===== config.mk =====
export PLATFORM = sky130hd
export DESIGN_NAME = scl_rate_gen
export DESIGN_NICKNAME = d
export VERILOG_FILES = /design/src/rtl/scl_rate_pkg.sv /design/src/rtl/scl_rate_datapath.sv /design/src/rtl/scl_rate_ctrl.sv /design/src/rtl/scl_rate_gen.sv
export SDC_FILE = /design/constraint.sdc
export NUM_CORES = 1
export LEC_CHECK = 0
export CAP_MARGIN = 10
export CORE_UTILIZATION = 35
export DETAILED_ROUTE_END_ITERATION = 7
export DONT_BUFFER_PORTS = 1
export PLACE_DENSITY = 0.53
export SLEW_MARGIN = 20
export SYNTH_ARGS = -nofsm -noshare
export SYNTH_HDL_FRONTEND = slang
export SYNTH_SLANG_ARGS = --single-unit
export TNS_END_PERCENT = 5

===== constraint.sdc =====
create_clock -name clk -period 4.23 [get_ports clk]
set_input_delay 0.6345 -clock clk [delete_from_list [all_inputs] [get_ports clk]]
set_output_delay 0.6345 -clock clk [all_outputs]
set_load 0.01 [all_outputs]

===== src/rtl/scl_rate_pkg.sv =====
`timescale 1ns/1ps
package scl_rate_pkg;

  typedef enum logic [1:0] {
    ST_IDLE = 2'd0,
    ST_LOW  = 2'd1,
    ST_HIGH = 2'd2
  } sclState_t;

  // control -> datapath
  typedef struct packed {
    logic clear;      // hold both counters at zero
    logic count;      // advance the prescaler this cycle
    logic wrapPhase;  // phase ends at this edge: restart phase count
    logic loadCfg;    // capture the configuration word
  } ctlStrobes_t;

  // datapath -> control (register-only terms, no loop back)
  typedef struct packed {
    logic preWrap;     // prescaler at its last value
    logic atLowLast;   // phase count at last low step
    logic atHighLast;  // phase count at last high step
    logic atMidHigh;   // phase count at the step before mid-high
  } statusFlags_t;

endpackage


===== src/rtl/scl_rate_datapath.sv =====
`timescale 1ns/1ps
module scl_rate_datapath
  import scl_rate_pkg::*;
#(
  parameter int PRE_W      = 3,
  parameter int GAP_W      = 6,
  parameter int BASE_TICKS = 20,
  parameter int GAP_STEP   = 8,
  parameter int COMP_TICKS = 5
) (
  input  logic                   clk,
  input  logic                   rstN,
  input  logic [PRE_W+GAP_W-1:0] ctrlWord,
  input  ctlStrobes_t            ctl,
  output statusFlags_t           st
);

  localparam int MAX_PER = BASE_TICKS + GAP_STEP * ((1 << GAP_W) - 1) + COMP_TICKS;
  localparam int PER_W   = $clog2(MAX_PER + 2);

  logic [PRE_W-1:0] cfgPre;
  logic [GAP_W-1:0] cfgGap;
  logic [PRE_W-1:0] preCnt;
  logic [PER_W-1:0] phaseCnt;
  logic [PER_W-1:0] period;
  logic [PER_W-1:0] lowLen;
  logic [PER_W-1:0] highLen;
  logic [PER_W-1:0] midLen;
  logic             tick;

  // period arithmetic on the captured configuration
  always_comb begin
    period  = PER_W'(BASE_TICKS) + PER_W'(GAP_STEP) * PER_W'(cfgGap) + PER_W'(COMP_TICKS);
    lowLen  = (period + PER_W'(1)) >> 1;
    highLen = period >> 1;
    midLen  = highLen >> 1;
  end

  always_comb begin
    st.preWrap    = (preCnt == cfgPre);
    st.atLowLast  = (phaseCnt == lowLen - PER_W'(1));
    st.atHighLast = (phaseCnt == highLen - PER_W'(1));
    st.atMidHigh  = (phaseCnt == midLen - PER_W'(1));
  end

  assign tick = ctl.count && st.preWrap;

  // configuration capture: prescale low bits, gap above
  always_ff @(posedge clk or negedge rstN) begin
    if (!rstN) begin
      cfgPre <= '0;
      cfgGap <= '0;
    end else if (ctl.loadCfg) begin
      cfgPre <= ctrlWord[PRE_W-1:0];
      cfgGap <= ctrlWord[PRE_W +: GAP_W];
    end
  end

  // prescaler: one count step per (cfgPre + 1) enabled clocks
  always_ff @(posedge clk or negedge rstN) begin
    if (!rstN) begin
      preCnt <= '0;
    end else if (ctl.clear) begin
      preCnt <= '0;
    end else if (ctl.count) begin
      preCnt <= st.preWrap ? '0 : preCnt + PRE_W'(1);
    end
  end

  // phase step counter
  always_ff @(posedge clk or negedge rstN) begin
    if (!rstN) begin
      phaseCnt <= '0;
    end else if (ctl.clear || ctl.wrapPhase) begin
      phaseCnt <= '0;
    end else if (tick) begin
      phaseCnt <= phaseCnt + PER_W'(1);
    end
  end

  AST_STALL_FREEZE: assert property (@(posedge clk) disable iff (!rstN)
    (!ctl.count && !ctl.clear) |=> ($stable(phaseCnt) && $stable(preCnt)));
  AST_CFG_AT_BOUNDARY: assert property (@(posedge clk) disable iff (!rstN)
    !$stable({cfgGap, cfgPre}) |-> (phaseCnt == '0 && preCnt == '0));
  AST_PHASE_RANGE: assert property (@(posedge clk) disable iff (!rstN)
    ctl.count |-> (phaseCnt <= lowLen - PER_W'(1)));

endmodule


===== src/rtl/scl_rate_ctrl.sv =====
`timescale 1ns/1ps
module scl_rate_ctrl
  import scl_rate_pkg::*;
(
  input  logic         clk,
  input  logic         rstN,
  input  logic         enable,
  input  logic         stallIn,
  input  statusFlags_t st,
  output ctlStrobes_t  ctl,
  output logic         sclOut,
  output logic         fallStb,
  output logic         riseStb,
  output logic         sampleStb
);

  sclState_t state;
  sclState_t nextState;
  logic      phaseEnd;
  logic      midHit;

  always_comb begin
    nextState = state;
    ctl       = '0;
    phaseEnd  = 1'b0;
    midHit    = 1'b0;
    unique case (state)
      ST_IDLE: begin
        ctl.clear = 1'b1;
        if (enable) begin
          ctl.loadCfg = 1'b1;
          nextState   = ST_LOW;
        end
      end
      ST_LOW: begin
        ctl.count = 1'b1;            // stall ignored while pulling low
        phaseEnd  = st.preWrap && st.atLowLast;
        if (phaseEnd) nextState = ST_HIGH;
      end
      ST_HIGH: begin
        ctl.count = !stallIn;        // wait for SCL to be seen high
        phaseEnd  = ctl.count && st.preWrap && st.atHighLast;
        midHit    = ctl.count && st.preWrap && st.atMidHigh;
        if (phaseEnd) begin
          if (enable) begin
            ctl.loadCfg = 1'b1;
            nextState   = ST_LOW;
          end else begin
            nextState = ST_IDLE;
          end
        end
      end
      default: nextState = ST_IDLE;
    endcase
    ctl.wrapPhase = phaseEnd;
  end

  always_ff @(posedge clk or negedge rstN) begin
    if (!rstN) begin
      state     <= ST_IDLE;
      sclOut    <= 1'b1;
      fallStb   <= 1'b0;
      riseStb   <= 1'b0;
      sampleStb <= 1'b0;
    end else begin
      state     <= nextState;
      sclOut    <= (nextState != ST_LOW);
      fallStb   <= ctl.loadCfg;
      riseStb   <= (state == ST_LOW) && phaseEnd;
      sampleStb <= midHit;
    end
  end

  AST_ONE_STROBE: assert property (@(posedge clk) disable iff (!rstN)
    $onehot0({fallStb, riseStb, sampleStb}));
  AST_FALL_EDGE: assert property (@(posedge clk) disable iff (!rstN)
    fallStb |-> (!sclOut && $past(sclOut)));
  AST_RISE_EDGE: assert property (@(posedge clk) disable iff (!rstN)
    riseStb |-> (sclOut && !$past(sclOut)));
  AST_SAMPLE_HIGH: assert property (@(posedge clk) disable iff (!rstN)
    sampleStb |-> sclOut);

endmodule


===== src/rtl/scl_rate_gen.sv =====
`timescale 1ns/1ps
module scl_rate_gen
  import scl_rate_pkg::*;
#(
  parameter int PRE_W      = 3,
  parameter int GAP_W      = 6,
  parameter int BASE_TICKS = 20,
  parameter int GAP_STEP   = 8,
  parameter int COMP_TICKS = 5
) (
  input  logic                   clk,
  input  logic                   rstN,
  input  logic                   enable,
  input  logic                   stallIn,
  input  logic [PRE_W+GAP_W-1:0] ctrlWord,
  output logic                   sclOut,
  output logic                   fallStb,
  output logic                   riseStb,
  output logic                   sampleStb
);

  ctlStrobes_t  ctl;
  statusFlags_t st;

  scl_rate_datapath #(
    .PRE_W      (PRE_W),
    .GAP_W      (GAP_W),
    .BASE_TICKS (BASE_TICKS),
    .GAP_STEP   (GAP_STEP),
    .COMP_TICKS (COMP_TICKS)
  ) dp_i (
    .clk      (clk),
    .rstN     (rstN),
    .ctrlWord (ctrlWord),
    .ctl      (ctl),
    .st       (st)
  );

  scl_rate_ctrl ctrl_i (
    .clk       (clk),
    .rstN      (rstN),
    .enable    (enable),
    .stallIn   (stallIn),
    .st        (st),
    .ctl       (ctl),
    .sclOut    (sclOut),
    .fallStb   (fallStb),
    .riseStb   (riseStb),
    .sampleStb (sampleStb)
  );

endmodule


Word-level counts from Yosys, hierarchy flattened
Index checks and enable logic that the tools add are counted.
Widths: inputs -> output; s select.
{"block": "word_totals", "reg_bits": 28, "output_inout_bits": 4, "inputBits": 13, "word_cells": 52}
{"block": "classes", "eq_ne": 7, "n_mux": 17, "n_addsub": 8, "reduce_logical": 11}
{"operator": "$eq 10x10->1", "n": 3}
{"operator": "$add 10x1->10 const B", "n": 2}
{"operator": "$mux 10", "n": 2}
{"operator": "$sub 9x1->10 const B", "n": 2}
{"operator": "$add 10x3->10 const B", "n": 1}
{"operator": "$add 5x9->10 const A", "n": 1}
{"operator": "$mux 3", "n": 3}
{"operator": "$sub 8x1->9 const B", "n": 1}
{"operator": "$logic_and 1x1->1", "n": 6}
{"operator": "$mux 2", "n": 3}
{"operator": "$pmux 1 s2", "n": 3}
{"operator": "$pmux 2 s3", "n": 1}
{"operator": "$mux 1", "n": 5}
{"operator": "$reduce_bool 2->1", "n": 2}
{"operator": "$add 3x1->3 const B", "n": 1}
{"operator": "$eq 3x3->1", "n": 1}
{"operator": "$eq 2x1->1 const B", "n": 1}
{"operator": "$eq 2x2->1 const B", "n": 1}
{"operator": "$logic_not 2->1", "n": 1}
{"operator": "$ne 2x1->1 const B", "n": 1}
{"operator": "$logic_not 1->1", "n": 1}
{"operator": "$logic_or 1x1->1", "n": 1}

Longest topological paths before layout
{"block": "depth", "depth_word": 9, "mapped_depth": 14, "ltp_nobuf": 10}

Modules after synthesis
From an unflattened synthesis, not the netlist that was laid out.
{"block": "unflattened", "cells_unflattened": 227, "hier_area_um2": 2082.0}
{"mod": "scl_rate_datapath", "area_each_um2": 1714.1, "cells_each": 192, "n_inst": 1}
{"mod": "scl_rate_ctrl", "area_each_um2": 367.9, "cells_each": 35, "n_inst": 1}

Worst setup path after synthesis
Ideal clock, no wire load.
{"block": "synth_path", "path_kind": "register -> register", "startpoint": "register dp_i.cfgGap[0]", "endpoint": "register ctrl_i.sclOut", "setup_ns": 0.078, "arrival_time_ns": 3.206, "path_stages_with_launch": 14, "slack_ns": 0.946, "t_required_ns": 4.152, "path_cell_list": "dfrtp_1 > clkbuf_1 > inv_1 > ha_1 > and3b_1 > buf_2 > and3_1 > buf_2 > and3b_1 > mux2i_1 > or4b_4 > nor2_2 > mux2_1 > a31o_1"}
{"block": "synth_between", "elab_chain_cells": 9, "elab_cells_between_ends": 13, "cone_classes": "add/sub (5); eq/ne (3); mux (3); reduce/logical (2)"}
{"item": "start: declaration", "line_no": "scl_rate_datapath.sv:22", "rtl": "logic [GAP_W-1:0] cfgGap;"}
{"item": "start signal: assignment", "line_no": "scl_rate_datapath.sv:55", "rtl": "cfgGap <= ctrlWord[PRE_W +: GAP_W];"}
{"item": "$add 5x9->10 *", "line_no": "scl_rate_datapath.sv:33", "rtl": "period = PER_W'(BASE_TICKS) + PER_W'(GAP_STEP) * PER_W'(cfgGap) + PER_W'(COMP_TICKS);"}
{"item": "$add 10x3->10 *", "line_no": "scl_rate_datapath.sv:33"}
{"item": "$add 10x1->10", "line_no": "scl_rate_datapath.sv:34", "rtl": "lowLen = (period + PER_W'(1)) >> 1;"}
{"item": "$sub 9x1->10", "line_no": "scl_rate_datapath.sv:41", "rtl": "st.atLowLast = (phaseCnt == lowLen - PER_W'(1));"}
{"item": "$eq 10x10->1", "line_no": "scl_rate_datapath.sv:41"}
{"item": "$logic_and 1x1->1", "line_no": "scl_rate_ctrl.sv:37", "rtl": "phaseEnd = st.preWrap && st.atLowLast;"}
{"item": "$mux 2", "line_no": "scl_rate_ctrl.sv:38", "rtl": "if (phaseEnd) nextState = ST_HIGH;"}
{"item": "$pmux 2 s3 *", "line_no": "scl_rate_ctrl.sv:27", "rtl": "unique case (state)"}
{"item": "$ne 2x1->1 *", "line_no": "scl_rate_ctrl.sv:67", "rtl": "sclOut <= (nextState != ST_LOW);"}
{"item": "end signal: assignment", "line_no": "scl_rate_ctrl.sv:67"}
{"item": "end: declaration", "line_no": "scl_rate_ctrl.sv:11", "rtl": "output logic sclOut,"}
Mark *: on every way between the ends. The rest lies on a longest branch, timed or not.
A chain may end at the register's enable or synchronous reset.

Final worst setup path
{"block": "layout_path", "startpoint": "register dp_i.cfgGap[0]", "endpoint": "register dp_i.cfgGap[4]"}
{"block": "layout_between", "elab_chain_cells": 7}
{"item": "$add 5x9->10", "line_no": "scl_rate_datapath.sv:33"}
{"item": "$add 10x3->10", "line_no": "scl_rate_datapath.sv:33"}
{"item": "$sub 9x1->10", "line_no": "scl_rate_datapath.sv:42", "rtl": "st.atHighLast = (phaseCnt == highLen - PER_W'(1));"}
{"item": "$eq 10x10->1", "line_no": "scl_rate_datapath.sv:42"}
{"item": "$logic_and 1x1->1", "line_no": "scl_rate_ctrl.sv:42", "rtl": "phaseEnd = ctl.count && st.preWrap && st.atHighLast;"}
{"item": "$mux 1", "line_no": "scl_rate_ctrl.sv:44", "rtl": "if (phaseEnd) begin"}
{"item": "$pmux 1 s2", "line_no": "scl_rate_ctrl.sv:27"}
No other way between the ends.

==> results.cfg <==
[final_layout]
drive_above_1_share_pct = 5.285
diodes = 0
final_nets = 270
finalInstanceArea_um2 = 2356
synthToLayoutAreaGrowth_pct = 4.264

[clock_tree]
cts_resized = 0
cts_setup_buffers = 0
cts-root-buf = clkbuf_8
clock_sinks = 28
cts_buffers = 3
cts_tree = done
hold_buffers = 0
insertion_delay_ns = 0.28
h-tree-depth = 1
cts_buffer_depth = 2
path_clk_slew_ns = 0.11

[floorplan]
die_y_um = 82.35
row_count = 28
core-area_um2 = 6061
initial_core_util_pct = 37.28
die-area_um2 = 6782
boundaryPins = 17
die-width_um = 82.35

[place]
placed_cell_area_um2 = 2285
place.gp.congestion = 0.8456
hpwlAfterDp_mm = 3.864
io_buffers = 0

[drt]
ant_nets = 0
wl_mm = 5.010
vias_per_cell = 5.492
wl_per_cell_um = 15.61
route.detailed.drc = 0
first_iter_violations = 162
vias = 1763
drt_pre_antenna_iters = 4

[sta]
finalSetupViolations = 0
slew_viol_final = 0
fin_skew_ns = 0.003913
fin_tns_setup_ns = 0
max_freq_mhz = 274.8
post-route-min-period_ns = 3.638
grt_setup_unrepaired = no
relSlewSlack_pct = 59.06
worstMarginPinSlew_ns = 0.6094
final-hold-violation-count = 0
fin_hold_ws_ns = 0.03481
post-route-period-util_pct = 86.01

[synth]
ys_ff_latch = 28
synthArstFlopShare_pct = 100.0
syn_nets = 280
synthFlopType = dfrtp_1
post_synth_main_area_contributors = dfrtp_1 30%, xnor2_1 9.3%, xor2_1 6.2%
synth_area_leader_cell = dfrtp_1
synth.yosys.seq_area_share_pct = 31.06
synth_top_cells_by_count = 27 x dfrtp_1, 24 x xnor2_1, 22 x nor2_1
synth_edf_count = 0
synth.top_cell.area_share_pct = 29.90
syn_area_um2 = 2260
synth_cell_types = 54
yosysMostFrequentCell = dfrtp_1
syn_inst = 257
ys_warn_count = 0
syn_avg_cell_area_um2 = 8.792

[worst_setup_path]
worstPathArrival_ns = 3.82
startpoint_type = flop
critical_path_required_ns = 4.41
critPathCaptureType = flop
cp_slowest_cell = dfrtp_1
cpMostUsedCell = mux2_2
path_class = flop to flop
crit_fanout = 18
path_cells = inv_1 > ha_1 > mux2_2 > a21oi_1 > xor2_1 > nand4_1 > nand2b_1 > nor4_1 > o21a_1 > mux2_2
rr_worst_depth = 10
slowest_delay_ns = 0.67

[global_routing]
grt_pass1_wl_mm = 8.500
grt_overflow_total = 0
track_usage_pct = 16.71
antenna_found_initial = 0
grt_pass1_vias = 1680
grt_max_degree = 29

[pwr]
p_leak_uw = 0.001013
powerDensity_nw_per_um2 = 206.5
total_power_uw = 486.6
switching_share_pct = 18.87
p_int_uw = 394.8
p_comb_share_pct = 0.1
share_seq_of_total_power_pct = 55.0
p_sw_uw = 91.83
pwr-share-clk_pct = 44.9
vdd.ir_drop.worst_uv = 146.4

[flow_run]
max_cap_violations = 0

[run_status]
status = finished clean

[worst_hold_path]
min_path_type = input port to asynchronous set/reset pin
[metrics by stage]
| step | util (%) | std cells | worst slack [ns] |
|---|---|---|---|
| after floorplan | - | 257 | 0.9460 |
| after CTS | 38.87 | 321 | 0.5408 |
| final | 38.87 | 321 | 0.5916 |
| after detailed placement | 37.70 | 317 | 0.5478 |
| after global routing | 38.87 | 321 | 0.2525 |
| after global placement | 37.70 | 317 | 0.6452 |
[power groups by stage]
stage / logic, uW / clock network [uW] / registers (uW)
final: 0.459 / 219 / 268
after CTS: 0.457 / 228 / 268
after global routing: 0.494 / 239 / 268
after global placement: 0.449 / 0 / 273
after floorplan: 0.444 / 0 / 273
after detailed placement: 0.457 / 0 / 273
[cell families (layout without fill, tap and decap cells)]
family	after synthesis	in the layout	synth area share [%]
xor gates and xnor gates	40	40	15.50
buffers and inverters	27	16	5.039
AOI/OAI and AO/OA	43	43	13.46
DFF	28	28	31.06
muxes	14	14	6.811
adders and majority gates	10	10	5.537
and+or+nand+nor	95	95	22.59
[layout by cell type (no fill, tap or decap), types with 3 or more instances in the layout]
cell      synthesis  routed
and3b_1           3       3
nor2_1           22      22
nand4_1           5       5
nor3_1            6       6
xor2_1           16      16
nand4b_1          3       3
nand3_1          14      14
o21ai_0           6       6
inv_1            12      12
dfrtp_1          27      27
xnor2_1          24      24
and3_1            7       7
mux2i_1           3       3
nor2b_1           3       3
ha_1             10      10
nand2_1          17      17
mux2_1            9       9
a21oi_1           7       7
o211ai_1          5       5
o21a_1            3       3
a22oi_1           3       3
clkbuf_8          0       3
[final cells by class]
class,count,area [um2]
clock buffers,3,41.29
multi-input cells,202,1444
fillers,610,3705
flip-flops and latches,28,701.9
inverters,12,45.04
clock inverters,1,30.03
well taps,75,93.84
[registers in the layout (all words and copies together) (netlist names)]
signal,cells
ctrl_i.riseStb,1
ctrl_i.sampleStb,1
dp_i.cfgPre,3
dp_i.preCnt,3
dp_i.cfgGap,6
ctrl_i.sclOut,1
ctrl_i.fallStb,1
dp_i.phaseCnt,10
ctrl_i.state,2
[worst max-delay path, delay by kind of cell (launching register included)]
family,cells,cell delay (ns)
buffers and inverters,1,0.12
DFF,1,0.67
AOI/OAI and AO/OA,2,0.76
xor gates and xnor gates,1,0.17
and+or+nand+nor,3,0.64
muxes,2,0.75
adders and majority gates,1,0.43
[per-layer routing]
| metal | global-route usage, % | wire length (um) |
|---|---|---|
| met5 | 0 | 0 |
| met4 | 3.684 | 46 |
| met3 | 2.527 | 180 |
| met2 | 26.20 | 2261 |
| met1 | 24.05 | 2521 |
[worst paths after layout]
kind / from / end / slack (ns)
worst max-delay path: dp_i.cfgGap[0] / dp_i.cfgGap[4] / 0.59
worst min-delay path: rstN / ctrl_i.sampleStb / 0.03
worst max register to register: dp_i.cfgGap[0] / dp_i.cfgGap[4] / 0.59
worst min register to register: dp_i.cfgPre[1] / dp_i.cfgPre[1] / 0.52
max in group asynchronous: rstN / ctrl_i.sclOut / 4.03
min in group clk: ctrlWord[3] / dp_i.cfgGap[0] / 0.48
Note: power is estimated with default switching activity, not from simulation.
